### src/rtl/brr_pkg.sv
package brr_pkg;
   typedef enum logic [2:0] {
      BK_CMPZ    = 3'd0,
      BK_TBIT    = 3'd1,
      BK_COND    = 3'd2,
      BK_JMP     = 3'd3,
      BK_CALL    = 3'd4,
      BK_JREG    = 3'd5,
      BK_CALLREG = 3'd6,
      BK_RET     = 3'd7
   } br_kind_e;

   localparam int FL_N = 3;
   localparam int FL_Z = 2;
   localparam int FL_C = 1;
   localparam int FL_V = 0;
endpackage

### src/rtl/brr_cond_eval.sv
module brr_cond_eval
   import brr_pkg::*;
(
   input  logic [3:0] cond,
   input  logic [3:0] flags,
   output logic       pass
);
   logic base;
   logic n, z, c, v;

   assign n = flags[FL_N];
   assign z = flags[FL_Z];
   assign c = flags[FL_C];
   assign v = flags[FL_V];

   always_comb begin
      unique case (cond[3:1])
         3'b000:  base = z;
         3'b001:  base = c;
         3'b010:  base = n;
         3'b011:  base = v;
         3'b100:  base = c & ~z;
         3'b101:  base = (n == v);
         3'b110:  base = (n == v) & ~z;
         default: base = 1'b1;
      endcase
      pass = (cond[3:1] == 3'b111) ? 1'b1 : (base ^ cond[0]);
   end
endmodule

### src/rtl/brr_zero_test.sv
module brr_zero_test #(
   parameter int DATA_W = 64,
   parameter int HALF_W = 32,
   localparam int BIT_W = $clog2(DATA_W)
) (
   input  logic [DATA_W-1:0] opnd,
   input  logic              wide,
   input  logic              invert,
   input  logic [BIT_W-1:0]  bit_no,
   output logic              cz_taken,
   output logic              tb_taken
);
   logic is_zero;
   logic sel_bit;

   generate
      if (DATA_W > HALF_W) begin : g_dual_view
         logic lo_zero, hi_zero;
         assign lo_zero = (opnd[HALF_W-1:0] == '0);
         assign hi_zero = (opnd[DATA_W-1:HALF_W] == '0);
         assign is_zero = lo_zero & (hi_zero | ~wide);
      end else begin : g_single_view
         assign is_zero = (opnd == '0);
      end
   endgenerate

   assign sel_bit  = opnd[bit_no];
   assign cz_taken = is_zero ^ invert;
   assign tb_taken = (sel_bit == invert);
endmodule

### src/rtl/brr_target_gen.sv
module brr_target_gen
   import brr_pkg::*;
#(
   parameter int ADDR_W    = 64,
   parameter int IMM_W     = 26,
   parameter int TB_OFF_W  = 14,
   parameter int CMP_OFF_W = 19,
   parameter int JMP_OFF_W = 26
) (
   input  logic [ADDR_W-1:0] pc,
   input  logic [IMM_W-1:0]  imm,
   input  br_kind_e          kind,
   input  logic [ADDR_W-1:0] reg_tgt,
   output logic [ADDR_W-1:0] seq_pc,
   output logic [ADDR_W-1:0] taken_pc
);
   localparam int N_FORMS = 3;
   localparam int FORM_W [N_FORMS] = '{TB_OFF_W, CMP_OFF_W, JMP_OFF_W};

   logic [ADDR_W-1:0] off [N_FORMS];
   logic [ADDR_W-1:0] sel_off;

   genvar gi;
   generate
      for (gi = 0; gi < N_FORMS; gi++) begin : g_off
         localparam int W = FORM_W[gi];
         assign off[gi] = {{(ADDR_W-W-2){imm[W-1]}}, imm[W-1:0], 2'b00};
      end
   endgenerate

   always_comb begin
      unique case (kind)
         BK_TBIT:          sel_off = off[0];
         BK_CMPZ, BK_COND: sel_off = off[1];
         default:          sel_off = off[2];
      endcase
   end

   assign seq_pc   = pc + ADDR_W'(4);
   assign taken_pc = (kind inside {BK_JREG, BK_CALLREG, BK_RET}) ? reg_tgt
                                                                 : pc + sel_off;
endmodule

### src/rtl/branch_resolve.sv
module branch_resolve
   import brr_pkg::*;
#(
   parameter int ADDR_W    = 64,
   parameter int DATA_W    = 64,
   parameter int REG_W     = 5,
   parameter int LINK_REG  = 30,
   parameter int TB_OFF_W  = 14,
   parameter int CMP_OFF_W = 19,
   parameter int JMP_OFF_W = 26,
   localparam int BIT_W    = $clog2(DATA_W),
   localparam int IMM_W    = JMP_OFF_W
) (
   input  logic              clk,
   input  logic              rst_n,
   input  logic              in_valid,
   input  logic [2:0]        in_kind,
   input  logic              in_invert,
   input  logic              in_wide,
   input  logic [BIT_W-1:0]  in_bit,
   input  logic [3:0]        in_cond,
   input  logic [IMM_W-1:0]  in_imm,
   input  logic              in_reg_given,
   input  logic [REG_W-1:0]  in_reg_idx,
   input  logic [ADDR_W-1:0] in_pc,
   input  logic [DATA_W-1:0] in_opnd,
   input  logic [ADDR_W-1:0] in_tgt,
   input  logic [3:0]        in_flags,
   output logic [REG_W-1:0]  tgt_sel,
   output logic              out_valid,
   output logic              out_taken,
   output logic [ADDR_W-1:0] out_next_pc,
   output logic              out_link_we,
   output logic [REG_W-1:0]  out_link_idx,
   output logic [ADDR_W-1:0] out_link_data,
   output logic              out_hint_ret,
   output logic              out_hint_jmp
);
   generate
      if (ADDR_W < JMP_OFF_W + 3) begin : g_bad_addr
         $error("ADDR_W too narrow for the widest offset");
      end
      if (TB_OFF_W > CMP_OFF_W || CMP_OFF_W > JMP_OFF_W) begin : g_bad_off
         $error("offset widths must not decrease from bit-test to jump");
      end
      if (LINK_REG >= (1 << REG_W)) begin : g_bad_link
         $error("LINK_REG does not fit in REG_W bits");
      end
      if ((1 << BIT_W) != DATA_W) begin : g_bad_data
         $error("DATA_W must be a power of two");
      end
   endgenerate

   br_kind_e          kind;
   logic              cz_taken, tb_taken, cond_pass;
   logic              taken_d, link_d;
   logic [ADDR_W-1:0] seq_pc, taken_pc;

   assign kind = br_kind_e'(in_kind);

   brr_zero_test #(.DATA_W(DATA_W)) u_zt (
      .opnd     (in_opnd),
      .wide     (in_wide),
      .invert   (in_invert),
      .bit_no   (in_bit),
      .cz_taken (cz_taken),
      .tb_taken (tb_taken)
   );

   brr_cond_eval u_ce (
      .cond  (in_cond),
      .flags (in_flags),
      .pass  (cond_pass)
   );

   brr_target_gen #(
      .ADDR_W    (ADDR_W),
      .IMM_W     (IMM_W),
      .TB_OFF_W  (TB_OFF_W),
      .CMP_OFF_W (CMP_OFF_W),
      .JMP_OFF_W (JMP_OFF_W)
   ) u_tg (
      .pc       (in_pc),
      .imm      (in_imm),
      .kind     (kind),
      .reg_tgt  (in_tgt),
      .seq_pc   (seq_pc),
      .taken_pc (taken_pc)
   );

   always_comb begin
      unique case (kind)
         BK_CMPZ: taken_d = cz_taken;
         BK_TBIT: taken_d = tb_taken;
         BK_COND: taken_d = cond_pass;
         default: taken_d = 1'b1;
      endcase
   end

   assign link_d  = (kind == BK_CALL) || (kind == BK_CALLREG);
   assign tgt_sel = (kind == BK_RET && !in_reg_given) ? REG_W'(LINK_REG) : in_reg_idx;
   assign out_link_idx = REG_W'(LINK_REG);

   always_ff @(posedge clk) begin
      if (!rst_n) begin
         out_valid     <= 1'b0;
         out_taken     <= 1'b0;
         out_next_pc   <= '0;
         out_link_we   <= 1'b0;
         out_link_data <= '0;
         out_hint_ret  <= 1'b0;
         out_hint_jmp  <= 1'b0;
      end else begin
         out_valid    <= in_valid;
         out_taken    <= in_valid & taken_d;
         out_link_we  <= in_valid & link_d;
         out_hint_ret <= in_valid & (kind == BK_RET);
         out_hint_jmp <= in_valid & (kind == BK_JREG);
         if (in_valid) begin
            out_next_pc   <= taken_d ? taken_pc : seq_pc;
            out_link_data <= seq_pc;
         end
      end
   end
endmodule

### config.mk
export PLATFORM = sky130hd
export DESIGN_NAME = branch_resolve
export DESIGN_NICKNAME = d
export VERILOG_FILES = /design/src/rtl/brr_pkg.sv /design/src/rtl/brr_cond_eval.sv /design/src/rtl/brr_zero_test.sv /design/src/rtl/brr_target_gen.sv /design/src/rtl/branch_resolve.sv
export SDC_FILE = /design/constraint.sdc
export NUM_CORES = 1
export LEC_CHECK = 0
export CELL_PAD_IN_SITES_DETAIL_PLACEMENT = 0
export CELL_PAD_IN_SITES_GLOBAL_PLACEMENT = 2
export CORE_MARGIN = 4
export CORE_UTILIZATION = 26
export DETAILED_ROUTE_END_ITERATION = 8
export PLACE_DENSITY = 0.82
export SYNTH_ARGS = -nofsm -noshare
export SYNTH_HDL_FRONTEND = slang
export SYNTH_SLANG_ARGS = --single-unit
export TNS_END_PERCENT = 30
### constraint.sdc
create_clock -name clk -period 6.6 [get_ports clk]
set_clock_uncertainty 0.1 [all_clocks]
set_input_delay 1.32 -clock clk [delete_from_list [all_inputs] [get_ports clk]]
set_output_delay 1.32 -clock clk [all_outputs]
set_load 0.005 [all_outputs]
======== Yosys cells after proc, flatten, opt, wreduce, memory -nomap -nowiden ========
Index checks and enable logic that the tools add are counted.
word-level totals
  bits in registers ....................... 133
  word-level logic and storage cells ...... 55
cells by class
  reductions and logical operators ........ 9
  bitwise logic cells ..................... 12
  $add $sub $neg .......................... 2
  equality and inequality tests ........... 15
  magnitude comparators ................... 1
  mux-type cells .......................... 9
operator list
  operator               count
  $mux 64                2
  $pmux 64 s2            1
  $add 64x3->64 const B  1
  $add 64x64->64         1
  $logic_not 32->1       2
  $eq 3x3->1 const B     8
  $eq 3x2->1 const B     3
  $and 1x1->1            7
  $lt 6x7->1 const B     1
  $pmux 1 s7             1
  $bmux 1 s6             1
  $eq 3x1->1 const B     2
  $logic_not 3->1        2
  $mux 5                 1
  $pmux 1 s3             1
  $reduce_bool 3->1      1
  $eq 1x1->1             2
  $mux 1                 2
  $not 1->1              2
  $reduce_or 2->1        1
  $xor 1x1->1            2
  $logic_and 1x1->1      1
  $logic_not 1->1        1
  $logic_or 1x1->1       1
  $or 1x1->1             1

======== Depth between registers and ports, before layout ========
Gate-level depths: netlist of the first run.
  word-level depth ........................ 7
  depth in mapped cells ................... 16
  gate-level depth less buffers ........... 14

======== By module ========
Synthesis of the first run repeated with hierarchy kept, for this count alone.
unflattened totals
  cell total of the unflattened synthesis .. 1596
  area total of the unflattened synthesis .. 12433.2 um^2
by module, submodules not included
  module          area an instance (um^2)  cells each  times used
  branch_resolve  5885.6                   613         1
  brr_target_gen  5592.9                   880         1
  brr_zero_test   813.3                    83          1
  brr_cond_eval   141.4                    20          1

======== Worst setup path after synthesis of the first run ========
Ideal clock, no wire load.
  path kind ............................... input port to flip-flop
  start point ............................. input port in_kind[0]
  end point ............................... register out_next_pc[55]
  data arrival time ....................... 5.637 ns
  buffers on the path ..................... 2
  cell stages on the path ................. 13
  slack ................................... 0.787 ns
  setup time .............................. 0.076 ns
  data required time ...................... 6.424 ns
  path through ............................ clkbuf_1 a21oi_1 nor2_1 nor2_1 ha_1 clkbuf_1 nand2_1 or4_1 a2111oi_2 o211ai_1 a21oi_1 mux2_2 o22ai_1
between the ends
  cells in the longest elaborated chain, start to end .. 6
ends and longest elaborated chain
  what                                                  line                                        RTL
  start, declared                                       branch_resolve.sv:17                        input logic [2:0] in_kind,
  $eq 3x2->1 / $logic_not 3->1 (equally long branches)  brr_target_gen.sv:32, branch_resolve.sv:92
  $reduce_or 2->1                                       brr_target_gen.sv:32                        unique case (kind)
  $pmux 64 s2                                           brr_target_gen.sv:32
  $add 64x64->64                                        brr_target_gen.sv:41                        : pc + sel_off;
  $mux 64                                               brr_target_gen.sv:40                        assign taken_pc = (kind inside {BK_JREG, BK_CALLREG, BK_RET}) ? reg_tgt
  $mux 64 (*)                                           branch_resolve.sv:120                       out_next_pc <= taken_d ? taken_pc : seq_pc;
  end signal, assigned                                  branch_resolve.sv:120
  end, declared                                         branch_resolve.sv:32                        output logic [ADDR_W-1:0] out_next_pc,
Mark *: on every way between the ends. The rest lies on a longest branch, timed or not.
A chain may end at the register's enable or synchronous reset.

======== Worst setup path in the final report of the first run ========
  start point ............................. input port in_kind[0]
  end point ............................... register out_next_pc[52]
Same word-level chain as after synthesis.

==> qor.csv, run 1 <==
metric;value;unit
drt first-iter violations;1016;
root buffer cell;clkbuf_16;
Final Hold Fails;0;
Most used DFF post-synth;dfxtp_1;
Worst Path Required;6830;ps
Final Critical Period;5750;ps
delay-heaviest family, CP;simple AND/OR/NAND/NOR gates;
share of layout cells above drive strength 1;0.0545;
Power Density;197;nW/um^2
vias in the first global route;13200;
hold path endpoint;out_next_pc[40]$_SDFFE_PN0P_;
total CTS buffers;17;
Hold Crit Depth;2;
drt pass-1 iters;6;
Crit path top cell by count;nor2_1;
RSZ-0062 raised after global routing;no;
P&R area growth vs syn;44.0;%
Startpoint Class;primary input;
largest area contributor in the netlist;dfxtp_1;
initial core utilization;0.264;
crit-path max cell delay;770;ps
Clk Latency, worst-skew pair;440;ps
Post-synth EDFFs;0;
post-detailed-route count of antenna-violating nets;0;
flops & latches, synth;133;
GP Congestion;0.895;
placed insts;2389;
dominant cells by area after synthesis;dfxtp_1 23%, ha_1 6.8%, nor2_1 6.3%;
detailed-route wire length;54.6;mm
CP Depth;17;
Die Span Y;217;microns
Final Net Count;2132;
most instantiated library cell after synthesis;nor2_1;
fillcell total;4544;
start point of the critical path;in_kind[0];
HPWL after DPL;42.5;mm
relative slew slack;0.249;
worst-case clock buffer depth;2;
final non-filler cell total;2423;
post-layout power;0.00323;W
maximum vdd drop;148;uV
Pleak;6.15;nW
critical-path maximum fanout;25;
Mapped Area;11400;sq um
postcts setup bufs;0;
slowest CP cell;clkdlybuf4s50_1;
gr ovfl total;0;
Avg Cell Area, Syn;7.69;sq um
# clock sinks;133;
# IOs;389;
status;finished clean;
full die area;47200;sq um
clock slew at reported path FFs;60;ps
crit path DAT;5980;ps
Post-synth ARST share;0;
CP bufs+invs;3;
DR vias;12900;
wire per inst;22.5;microns
die width;217;microns
worst flop-to-flop path endpoint;out_next_pc[63]$_SDFFE_PN0P_;
first-pass GRT wire length;81.5;mm
detailed-route DRC error count;0;
top post-synthesis cells by count;191 x nor2_1, 142 x nand2_1, 133 x dfxtp_1, 96 x a21oi_1, 66 x a211oi_1;
largest net degree at the start of global routing;101;
initial antenna violation count;3;
Reg2Reg Launch Point;out_next_pc[63]$_SDFFE_PN0P_;
Yosys cell types;82;
Final Cycle Share;0.871;
sequential fraction of the synthesis area;0.234;
port bufs;383;
r2r setup slk;5350;ps
CORE AREA;43200;sq um
crit path kind;primary input to flip-flop;
Final Slew Violations;0;
row count;76;
min-delay src;out_next_pc[40]$_SDFFE_PN0P_;
htree depth;4;
crit-path cells;clkdlybuf4s50_1 > nor2_1 > a31oi_1 > nor2_1 > nor2_2 > buf_4 > ha_1 > nand2_1 > nor2_1 > nand4_1 > nand3_1 > a221oi_1 > a2111oi_0 > buf_4 > nor2_1 > xnor2_1 > a221o_1;
Max Cap Viol;0;
Hold Slack;362;ps
CTS tree;built;
maximum clock rate;174;MHz
Least-Margin Pin Slew;1130;ps
Post-Route Setup TNS;0;ps
class of the worst hold path;flip-flop to flip-flop;
worst r2r path cells;2;
Post-CTS Hold Buffers;0;
Crit. End Element;flip-flop;
gr usage total;0.222;
Warnings, synthesis;0;
vias per inst;5.34;
Post-Syn Instances;1479;
top-area cell type share of the netlist area;0.234;
post-cts sizing count;0;
Setup violations, final;0;
metal layers:
metal  vias up  global-route usage  routed length, microns
li1       6203                   -                       -
met1      6240               0.304                   25400
met2       439               0.364                   25100
met3        56              0.0342                    2630
met4         0              0.0628                    1400
met5         -                   0                       0
worst reg2reg max path: stages, from the launching register on:
cell and delay [ps]:
dfxtp_1 350, a222oi_1 540, o21ai_1 120
registers in the layout, indices dropped and copies added (netlist names):
name           count
out_link_we        1
out_link_data     64
out_valid          1
out_taken          1
out_hint_jmp       1
out_hint_ret       1
out_next_pc       64
cell usage in the layout, fill, tap and decap left out, types with 17 or more instances in the layout:
master and count:
xor2_1 59, dfxtp_1 133, ha_1 62, a211oi_1 66
o211ai_1 37, a21oi_1 96, nand4_1 37, nor4_1 25
buf_4 24, a21o_1 35, o21ai_0 58, xnor2_1 51
inv_1 25, and3_1 18, a31oi_1 19, clkdlybuf4s50_1 382
mux2i_1 46, nand3_1 39, nor2_1 189, nand2_1 142
nor3_1 22, clkbuf_16 17
worst max-delay path by stage:
| stage | endpoint | slack (ps) |
|---|---|---|
| floorplan | out_next_pc[55]$_SDFFE_PN0P_ | 790 |
| global placement | out_next_pc[52]$_SDFFE_PN0P_ | 400 |
| detailed placement | out_next_pc[52]$_SDFFE_PN0P_ | 380 |
| CTS | out_next_pc[52]$_SDFFE_PN0P_ | 870 |
| global route | out_next_pc[52]$_SDFFE_PN0P_ | 370 |
| finish | out_next_pc[52]$_SDFFE_PN0P_ | 850 |
area by class of cell:
| type | instances | area, sq um | area share |
|---|---|---|---|
| antenna | 2 | 5.00 | 0.000305 |
| clock buffer | 18 | 439 | 0.0268 |
| clock inverter | 14 | 175 | 0.0107 |
| inverter | 28 | 105 | 0.00641 |
| multi-input combinational | 1236 | 8250 | 0.504 |
| sequential | 133 | 2660 | 0.162 |
| tap | 585 | 732 | 0.0447 |
| timing repair buffer | 407 | 4020 | 0.245 |
cells by family (layout without fill, tap and decap cells):
logic type / Yosys count / count (layout) / synth area share
and+or+nand+nor: 549 / 549 / 0.226
other: 2 / 7 / 0.000660
AOI/OAI and AO/OA: 446 / 446 / 0.270
DFF: 133 / 133 / 0.234
xor gates and xnor gates: 110 / 110 / 0.0847
buffers and inverters: 113 / 467 / 0.0438
muxes: 63 / 63 / 0.0702
adders and majority gates: 63 / 63 / 0.0699
stage by stage:
step | cell area (sq um) | worst slack (ps) | util
final | 16400 | 849 | 0.380
after global routing | 16400 | 369 | 0.380
after CTS | 16400 | 872 | 0.379
after detailed placement | 15800 | 375 | 0.365
after global placement | 15800 | 397 | 0.365
after floorplan | 11400 | 787 | -
report_power, final:
group | total, W | internal, W | switching (W)
combinational | 0.00127 | 0.000594 | 0.000673
clock | 0.00104 | 0.000608 | 0.000436
sequential | 0.000924 | 0.000877 | 0.0000477
Note: power is estimated with default switching activity, not from simulation.
==> run 2, diff against run 1 <==
Settings changed: TNS_END_PERCENT 30 to 20.
==> results of run 2 <==
Same layout as run 1: the final DEF is identical, and so are final timing and power.
